--- config.mk ---
export PLATFORM = sky130hd
export DESIGN_NAME = cart_bank_ctrl
export DESIGN_NICKNAME = d
export VERILOG_FILES = /design/src/rtl/cart_bank_pkg.sv /design/src/rtl/cart_region_decode.sv /design/src/rtl/cart_tod_live.sv /design/src/rtl/cart_tod_snap.sv /design/src/rtl/cart_bank_ctrl.sv
export SDC_FILE = /design/constraint.sdc
export NUM_CORES = 1
export LEC_CHECK = 0
export ABC_AREA = 1
export BUFFER_PORTS_ARGS = -buffer_cell sky130_fd_sc_hd__buf_2
export CORE_UTILIZATION = 59
export CTS_BUF_LIST = sky130_fd_sc_hd__clkbuf_16
export CTS_CLUSTER_SIZE = 16
export DETAILED_ROUTE_END_ITERATION = 8
export PLACE_DENSITY = 0.85
export SETUP_SLACK_MARGIN = 0.1
export SLEW_MARGIN = 20
export SYNTH_ARGS = -nofsm -noshare
export SYNTH_HDL_FRONTEND = slang
export SYNTH_SLANG_ARGS = --single-unit
--- constraint.sdc ---
create_clock -name clk -period 3.4 [get_ports clk]
set_clock_uncertainty 0.1 [all_clocks]
set_input_delay 0.51 -clock clk [delete_from_list [all_inputs] [get_ports clk]]
set_output_delay 0.51 -clock clk [all_outputs]
set_load 0.01 [all_outputs]
--- src/rtl/cart_bank_pkg.sv ---
package cart_bank_pkg;

    localparam logic [5:0] SEC_LAST  = 6'd59;
    localparam logic [5:0] MIN_LAST  = 6'd59;
    localparam logic [4:0] HOUR_LAST = 5'd23;
    localparam int         TREG_NUM  = 5;

    typedef enum logic [2:0] {
        RG_ENABLE = 3'd0,
        RG_ROMSEL = 3'd1,
        RG_RAMSEL = 3'd2,
        RG_LATCH  = 3'd3,
        RG_ROMHI0 = 3'd4,
        RG_WINDOW = 3'd5,
        RG_UPPER0 = 3'd6,
        RG_UPPER1 = 3'd7
    } region_e;

    typedef struct packed {
        logic [6:0] rom_bank;
        logic [1:0] ram_bank;
        logic       ram_en;
        logic       tmap;
        logic [2:0] tsel;
        logic       latched;
    } ctl_t;

    typedef struct packed {
        logic [5:0] sec;
        logic [5:0] min;
        logic [4:0] hour;
        logic [8:0] day;
    } tod_t;

endpackage

--- src/rtl/cart_region_decode.sv ---
module cart_region_decode
    import cart_bank_pkg::*;
(
    input  logic [2:0] addr_top,
    output region_e    region,
    output logic       is_rom,
    output logic       is_window
);
    always_comb begin
        region    = region_e'(addr_top);
        is_rom    = (addr_top[2] == 1'b0);
        is_window = (region == RG_WINDOW);
    end
endmodule

--- src/rtl/cart_tod_live.sv ---
module cart_tod_live
    import cart_bank_pkg::*;
(
    input  logic       clk,
    input  logic       rst_n,
    input  logic       tick,
    input  logic       wr_en,
    input  logic [2:0] wr_sel,
    input  logic [7:0] wr_data,
    output tod_t       now
);
    tod_t tod_d, tod_q;

    always_comb begin
        tod_d = tod_q;
        if (wr_en) begin
            case (wr_sel)
                3'd0:    tod_d.sec      = wr_data[5:0];
                3'd1:    tod_d.min      = wr_data[5:0];
                3'd2:    tod_d.hour     = wr_data[4:0];
                3'd3:    tod_d.day[7:0] = wr_data;
                3'd4:    tod_d.day[8]   = wr_data[0];
                default: tod_d          = tod_q;
            endcase
        end else if (tick) begin
            if (tod_q.sec >= SEC_LAST) begin
                tod_d.sec = '0;
                if (tod_q.min >= MIN_LAST) begin
                    tod_d.min = '0;
                    if (tod_q.hour >= HOUR_LAST) begin
                        tod_d.hour = '0;
                        tod_d.day  = tod_q.day + 9'd1;
                    end else begin
                        tod_d.hour = tod_q.hour + 5'd1;
                    end
                end else begin
                    tod_d.min = tod_q.min + 6'd1;
                end
            end else begin
                tod_d.sec = tod_q.sec + 6'd1;
            end
        end
    end

    always_ff @(posedge clk) begin
        if (!rst_n) tod_q <= '0;
        else        tod_q <= tod_d;
    end

    assign now = tod_q;
endmodule

--- src/rtl/cart_tod_snap.sv ---
module cart_tod_snap
    import cart_bank_pkg::*;
(
    input  logic       clk,
    input  logic       rst_n,
    input  logic       snap_en,
    input  tod_t       now,
    input  logic       wr_en,
    input  logic [2:0] wr_sel,
    input  logic [7:0] wr_data,
    input  logic [2:0] rd_sel,
    output logic [7:0] rd_data
);
    logic [TREG_NUM-1:0][7:0] regs_d, regs_q;

    always_comb begin
        regs_d = regs_q;
        if (snap_en) begin
            regs_d[0] = {2'b00, now.sec};
            regs_d[1] = {2'b00, now.min};
            regs_d[2] = {3'b000, now.hour};
            regs_d[3] = now.day[7:0];
            regs_d[4] = {regs_q[4][7:4], 3'b000, now.day[8]};
        end else if (wr_en) begin
            for (int i = 0; i < TREG_NUM; i++) begin
                if (wr_sel == 3'(i)) regs_d[i] = wr_data;
            end
        end
    end

    always_ff @(posedge clk) begin
        if (!rst_n) regs_q <= '0;
        else        regs_q <= regs_d;
    end

    always_comb begin
        rd_data = 8'hFF;
        for (int i = 0; i < TREG_NUM; i++) begin
            if (rd_sel == 3'(i)) rd_data = regs_q[i];
        end
    end
endmodule

--- src/rtl/cart_bank_ctrl.sv ---
module cart_bank_ctrl
    import cart_bank_pkg::*;
#(
    parameter int ROM_BANKS = 128,
    parameter int RAM_BANKS = 4
) (
    input  logic                              clk,
    input  logic                              rst_n,
    input  logic [15:0]                       cpu_addr,
    input  logic [7:0]                        cpu_wdata,
    input  logic                              cpu_wr,
    input  logic                              tick,
    input  logic [7:0]                        rom_rdata,
    input  logic [7:0]                        ram_rdata,
    output logic [7:0]                        cpu_rdata,
    output logic [$clog2(ROM_BANKS)+13:0]     rom_addr,
    output logic [$clog2(RAM_BANKS)+12:0]     ram_addr,
    output logic [7:0]                        ram_wdata,
    output logic                              ram_we
);
    localparam int         ROM_BW  = $clog2(ROM_BANKS);
    localparam int         RAM_BW  = $clog2(RAM_BANKS);
    localparam logic [7:0] ROM_LIM = 8'(ROM_BANKS);

    region_e    region;
    logic       is_rom;
    logic       is_window;
    ctl_t       ctl_d, ctl_q;
    logic       snap_en;
    logic       twr_en;
    logic [7:0] tod_rdata;
    tod_t       tod_now;
    logic [6:0] rom_req;

    cart_region_decode u_dec (
        .addr_top  (cpu_addr[15:13]),
        .region    (region),
        .is_rom    (is_rom),
        .is_window (is_window)
    );

    always_comb begin
        ctl_d   = ctl_q;
        snap_en = 1'b0;
        rom_req = (cpu_wdata[6:0] == 7'd0) ? 7'd1 : cpu_wdata[6:0];
        if (cpu_wr) begin
            case (region)
                RG_ENABLE: begin
                    if (cpu_wdata == 8'h0A)      ctl_d.ram_en = 1'b1;
                    else if (cpu_wdata == 8'h00) ctl_d.ram_en = 1'b0;
                end
                RG_ROMSEL: begin
                    if ({1'b0, rom_req} < ROM_LIM) ctl_d.rom_bank = rom_req;
                end
                RG_RAMSEL: begin
                    if (cpu_wdata < 8'h04) begin
                        ctl_d.ram_bank = cpu_wdata[1:0];
                        ctl_d.tmap     = 1'b0;
                    end else if (cpu_wdata >= 8'h08 && cpu_wdata <= 8'h0C) begin
                        ctl_d.tsel = 3'(cpu_wdata - 8'h08);
                        ctl_d.tmap = 1'b1;
                    end
                end
                RG_LATCH: begin
                    if (!ctl_q.latched && cpu_wdata == 8'h01) begin
                        ctl_d.latched = 1'b1;
                        snap_en       = 1'b1;
                    end else if (ctl_q.latched && cpu_wdata == 8'h00) begin
                        ctl_d.latched = 1'b0;
                    end
                end
                default: ctl_d = ctl_q;
            endcase
        end
    end

    always_ff @(posedge clk) begin
        if (!rst_n) begin
            ctl_q          <= '0;
            ctl_q.rom_bank <= 7'd1;
        end else begin
            ctl_q <= ctl_d;
        end
    end

    assign twr_en = cpu_wr && is_window && ctl_q.tmap;

    cart_tod_live u_live (
        .clk     (clk),
        .rst_n   (rst_n),
        .tick    (tick),
        .wr_en   (twr_en),
        .wr_sel  (ctl_q.tsel),
        .wr_data (cpu_wdata),
        .now     (tod_now)
    );

    cart_tod_snap u_snap (
        .clk     (clk),
        .rst_n   (rst_n),
        .snap_en (snap_en),
        .now     (tod_now),
        .wr_en   (twr_en),
        .wr_sel  (ctl_q.tsel),
        .wr_data (cpu_wdata),
        .rd_sel  (ctl_q.tsel),
        .rd_data (tod_rdata)
    );

    always_comb begin
        if (cpu_addr[14]) rom_addr = {ctl_q.rom_bank[ROM_BW-1:0], cpu_addr[13:0]};
        else              rom_addr = {{ROM_BW{1'b0}}, cpu_addr[13:0]};
    end

    generate
        if (RAM_BANKS > 1) begin : g_banked_ram
            assign ram_addr = {ctl_q.ram_bank[RAM_BW-1:0], cpu_addr[12:0]};
        end else begin : g_single_ram
            assign ram_addr = cpu_addr[12:0];
        end
    endgenerate

    assign ram_wdata = cpu_wdata;
    assign ram_we    = cpu_wr && is_window && !ctl_q.tmap && ctl_q.ram_en;

    always_comb begin
        if (is_rom)                 cpu_rdata = rom_rdata;
        else if (!is_window)        cpu_rdata = 8'hFF;
        else if (ctl_q.tmap)        cpu_rdata = tod_rdata;
        else if (ctl_q.ram_en)      cpu_rdata = ram_rdata;
        else                        cpu_rdata = 8'hFF;
    end
endmodule

# After elaboration in Yosys (flattened, before gate mapping)
# Index checks and enable logic that the tools add are counted.
dict set report totals {
  memories 0
  word_cells 137
  mem_bits_rw 0
  latchBits 0
  regBits 81
  input_bits 44
  output_inout_bits 53
  rom_bits 0
}
dict set report classes {
  reduce_logical 48
  n_shift 0
  addsub 5
  order_cmp 6
  bitwise 3
  n_div 0
  n_eq_ne 15
  n_mul 0
  muxes 39
}
# cell count
set ops {}
lappend ops {{$mux 8} 13}
lappend ops {{$mux 33} 2}
lappend ops {{$mux 26} 2}
lappend ops {{$reduce_bool 2->1} 13}
lappend ops {{$mux 6} 4}
lappend ops {{$reduce_and 2->1} 11}
lappend ops {{$mux 21} 1}
lappend ops {{$mux 20} 1}
lappend ops {{$reduce_and 3->1} 6}
lappend ops {{$mux 14} 1}
lappend ops {{$add 6x1->6 const B} 2}
lappend ops {{$eq 3x2->1 const B} 4}
lappend ops {{$ge 6x6->1 const B} 2}
lappend ops {{$mux 1} 10}
lappend ops {{$mux 5} 2}
lappend ops {{$ne 2x1->1 const B} 5}
lappend ops {{$reduce_and 5->1} 2}
lappend ops {{$add 9x1->9 const B} 1}
lappend ops {{$mux 9} 1}
lappend ops {{$eq 8x1->1 const B} 1}
lappend ops {{$eq 8x4->1 const B} 1}
lappend ops {{$ge 8x4->1 const B} 1}
lappend ops {{$le 8x4->1 const B} 1}
lappend ops {{$logic_not 8->1} 1}
lappend ops {{other kinds (15)} 28}

# Depth between registers and ports, before layout
dict set report logic_depth {
  word_depth 9
  depth_mapped 11
  mapped_depth_nobuf 11
}

# Hierarchy
# From an unflattened synthesis, not the netlist that was laid out.
dict set report hier_totals {
  cells_unflattened 836
  hier_area_um2 5305.1
}
# mod instances area_per_inst_um2 seq_area_each_um2 cells_each
set modules_own_cells {}
lappend modules_own_cells {cart_tod_snap 1 2249.7 800.8 360}
lappend modules_own_cells {cart_tod_live 1 1694.1 520.5 271}
lappend modules_own_cells {cart_bank_ctrl 1 1325.0 300.3 199}
lappend modules_own_cells {cart_region_decode 1 36.3 0.0 6}

# Worst setup path before layout
# OpenSTA, ideal clock, no wires.
dict set report synth_path {
  path_kind {reg2out}
  start {register ctl_q[3] (netlist name)}
  end {output port cpu_rdata[0]}
  path_stages_with_launch 9
  required_ps 2790
  arrival_ps 1346
  path_slack_ps 1444
  n_path_buf 1
  path_cell_list {dfxtp_1 nor2_1 nand2_1 inv_1 buf_2 nand2_1 nand2_1 nand3b_1 a21oi_1}
}
dict set report synth_between {
  elab_chain_cells 9
  word_cells_on_any_way 13
  cone_classes {4 x eq/ne; 8 x mux; 1 x reduce/logical}
}
# element line
set synth_rtl {}
lappend synth_rtl {{start: declaration} cart_bank_ctrl.sv:28} ;# ctl_t ctl_d, ctl_q;
lappend synth_rtl {{start signal: assignment} cart_bank_ctrl.sv:82} ;# ctl_q <= ctl_d;
lappend synth_rtl {{$logic_not 3->1} cart_tod_snap.sv:39} ;# if (rd_sel == 3'(i)) rd_data = regs_q[i];
lappend synth_rtl {{$mux 8 (4 in series)} cart_tod_snap.sv:39}
lappend synth_rtl {{$mux 8 (*)} cart_tod_snap.sv:39}
lappend synth_rtl {{$mux 8 (*)} cart_bank_ctrl.sv:129} ;# else if (ctl_q.tmap) cpu_rdata = tod_rdata;
lappend synth_rtl {{$mux 8 (*)} cart_bank_ctrl.sv:128} ;# else if (!is_window) cpu_rdata = 8'hFF;
lappend synth_rtl {{$mux 8 (*)} cart_bank_ctrl.sv:127} ;# if (is_rom) cpu_rdata = rom_rdata;
lappend synth_rtl {{end: declaration} cart_bank_ctrl.sv:15} ;# output logic [7:0] cpu_rdata,
# Mark *: on every way between the ends. The rest lies on a longest branch, timed or not.

# Worst setup path in the final report
dict set report layout_path {
  start {register ctl_q[3] (netlist name)}
  end {output port cpu_rdata[4]}
}
# Same word-level chain as after synthesis.

==> impl_metrics.env <==
export IMPL_status="completed"
export IMPL_start_util_pct=62.45
export IMPL_ctsHoldBuffers=0
export IMPL_ys_top_cells_by_count="183 x nand2_1, 140 x nor2_1, 81 x dfxtp_1, 81 x inv_1, 62 x nand3_1"
export IMPL_cellLeakagePower_nw=2.496
export IMPL_drt_wl_total_mm=13.66
export IMPL_ys_top_cells_by_area="dfxtp_1 33%, nand2_1 14%, nor2_1 11%"
export IMPL_hold_depth=2
export IMPL_synth_xor_area_share_pct=1.245
export IMPL_netlist_instances=786
export IMPL_holdWs_ns=0.3597
export IMPL_yosys_area_share_adder_pct=1.016
export IMPL_synth_area_mux_share_pct=0
export IMPL_avgSynthCellArea_um2=6.267
export IMPL_rr_startpoint="ctl_q[4]$_SDFFE_PN0P_"
export IMPL_path_class="register to primary output"
export IMPL_clk_latency_ns=0.34
export IMPL_p_per_area_nw_per_um2=425.1
export IMPL_yosysMostFrequentCell="nand2_1"
export IMPL_cp_common_cell="nand2_1"
export IMPL_cts_setup_buffers=0
export IMPL_async_reset_ff_share_pct=0
export IMPL_hold_viol_final=0
export IMPL_post_dp_cell_area_um2=4981
export IMPL_antenna_found_initial=0
export IMPL_grt_pass1_vias=4615
export IMPL_cp_slowest_cell="inv_1"
export IMPL_ys_flop_type="dfxtp_1"
export IMPL_worstHoldStart="u_snap.regs_q[15]$_SDFFE_PP0P_"
export IMPL_finalNonFillerCells=905
export IMPL_synth_simple_area_share_pct=37.16
export IMPL_cts_root_buf="clkbuf_16"
export IMPL_peakVddDrop_v=0.0002614
export IMPL_drtAntennaViolNets=0
export IMPL_yosysTopAreaCell="dfxtp_1"
export IMPL_drt_iter0_drc=373
export IMPL_cpPeakStageDelay_ns=0.35
export IMPL_syn_to_final_growth_pct=8.407
export IMPL_core_um2=7888
export IMPL_post_cts_resized=0
export IMPL_dieArea_um2=8719
export IMPL_die_x_um=93.38
export IMPL_synth_compound_area_share_pct=12.85
export IMPL_die_y_um=93.38
export IMPL_fin_crit_sh_pct=82.11
export IMPL_ff2ff_setup_slack_ns=1.26
export IMPL_report_final_setup_viol=0
export IMPL_hpwl_mm=9.726
export IMPL_drcViolationCount=0
export IMPL_total_power_mw=2.270
export IMPL_n_antenna_cell=0
export IMPL_dp_cells=889
export IMPL_rsz0062_at_grt="false"
export IMPL_worstMarginPinSlew_ns=0.8786
export IMPL_cts_max_path_buffers=2
export IMPL_period_needed_ns=2.792
export IMPL_cts_made_buffers=9
export IMPL_fmax_mhz=358.2
export IMPL_dr_pass1_iters=5
export IMPL_critPathArrivalTime_ns=2.18
export IMPL_drive_above_1_share_pct=12.83
export IMPL_ys_ff_latch=81
export IMPL_synth_top_area_share_pct=32.92
export IMPL_slew_viol_final=0
export IMPL_seq_area_frac_synth_pct=32.92
export IMPL_yosys_warnings=0
export IMPL_grt_pass1_wl_mm=21.78
export IMPL_portBuffers=57
export IMPL_r2r_cells=8
export IMPL_grt_max_degree=47
export IMPL_cts_sinks=81
export IMPL_gr_total_overflow=0
export IMPL_cts_tree="yes"
export IMPL_setup_tns_ns=0
export IMPL_clkTransAtPathRegs_ns=0.06
export IMPL_yosys_cell_types_count=33
export IMPL_path_max_fanout=11
export IMPL_synth_area_um2=4926
export IMPL_vias_per_cell=5.713
export IMPL_grt_usage_pct=32.45
export IMPL_nFillCells=674
export IMPL_synth_top_family_by_area="simple AND/OR/NAND/NOR gates"
export IMPL_vias=5170
export IMPL_synth_edf_count=0
export IMPL_hold_path_class="register to register"
export IMPL_cp_required_ns=2.79
export IMPL_nets=846
export IMPL_drv_cap=0
export IMPL_worstPathCellList="nor2_1 -> nand2_1 -> inv_1 -> nand2_1 -> nand2_1 -> nand3b_1 -> a21oi_1 -> buf_2"
export IMPL_place_ws_ns=0.9269
export IMPL_whs_endpoint="u_snap.regs_q[15]$_SDFFE_PP0P_"
export IMPL_globalplace_congestion=0.9669
export IMPL_io_pin_count=97
export IMPL_fin_ws_ns=0.6081
export IMPL_final_area_um2=5340
export IMPL_slew_headroom_pct=41.07
export IMPL_setup_worst_path_end_class="primary output"
export IMPL_synth_nets=834
export IMPL_start_kind="register"
export IMPL_final_util_pct=67.70
export IMPL_cts_htree_levels=3
export IMPL_wl_per_cell_um=15.09
export IMPL_row_count=32
export IMPL_timing_rr_end="u_live.now[7]$_SDFFE_PN0P_"
## worst max path at each step
stage / startpoint / to / slack, ns / cells past startpoint
floorplan: ctl_q[3]$_SDFFE_PN0P_ / cpu_rdata[0] / 1.44 / 8
global placement: ctl_q[3]$_SDFFE_PN0P_ / cpu_rdata[0] / 1.03 / 8
detailed placement: cpu_addr[15] / u_snap.regs_q[9]$_SDFFE_PN0P_ / 0.93 / 8
CTS: ctl_q[3]$_SDFFE_PN0P_ / cpu_rdata[4] / 0.63 / 8
global route: ctl_q[3]$_SDFFE_PN0P_ / cpu_rdata[4] / 0.44 / 8
finish: ctl_q[3]$_SDFFE_PN0P_ / cpu_rdata[4] / 0.61 / 8
## per-layer routing
metal  track usage [%]  vias up  wire, µm
met4             17.95        0       607
met3             6.585       59      1287
met2             51.53      296      6130
met1             41.12     2325      5633
li1                  -     2490         -
met5                 0        -         0
## report_power, final
part	leakage, nW	switching [mW]	internal, mW
logic	1.66	0.0825	0.0416
registers	0.654	0.00828	0.957
clock network	0.181	0.394	0.787
total	2.50	0.485	1.79
## worst max-delay path: cells and delay by family, from the launching register on
kind	cells	cell delay (ns)
and+or+nand+nor	5	0.89
AOI/OAI and AO/OA	1	0.14
buffers and inverters	2	0.49
DFF	1	0.33
## cells by family (layout without fill, tap and decap cells)
group	count (synthesis)	in the layout
xor gates and xnor gates	7	7
and+or+nand+nor	428	428
buffers and inverters	149	166
adders and majority gates	4	4
AOI/OAI and AO/OA	117	117
DFF	81	81
## flip-flops by register name (all words and copies together) (netlist names)
register and count:
ctl_q 13, ram_addr 2, u_live.now 26, u_snap.regs_q 40
## layout by cell type (no fill, tap or decap), drive strengths merged
cell / netlist / final
nand2: 191 / 191
nor2: 147 / 147
inv: 85 / 86
dfxtp: 81 / 81
nand3: 64 / 64
buf: 50 / 63
o21ai: 60 / 60
a21oi: 34 / 34
a31oi: 13 / 13
nor3: 9 / 9
clkbuf: 12 / 9
nand3b: 8 / 8
a211oi: 7 / 7
nand4: 6 / 6
xor2: 4 / 4
ha: 4 / 4
bufinv: 0 / 4
clkinv: 2 / 4
xnor2: 3 / 3
o21bai: 2 / 2
or2: 1 / 1
nor4: 1 / 1
o22ai: 1 / 1
nor3b: 1 / 1
## area by class of cell
| type | instances | area [µm²] | area share [%] |
|---|---|---|---|
| multi-input cells | 556 | 2575 | 48.22 |
| flip-flops and latches | 81 | 1622 | 30.37 |
| clock buffers | 9 | 225.2 | 4.217 |
| well taps | 102 | 127.6 | 2.390 |
| clock inverters | 7 | 133.9 | 2.507 |
| repair buffers | 63 | 330.3 | 6.186 |
| inverters | 87 | 326.6 | 6.115 |
No activity file was read; power rests on OpenSTA's default activity.
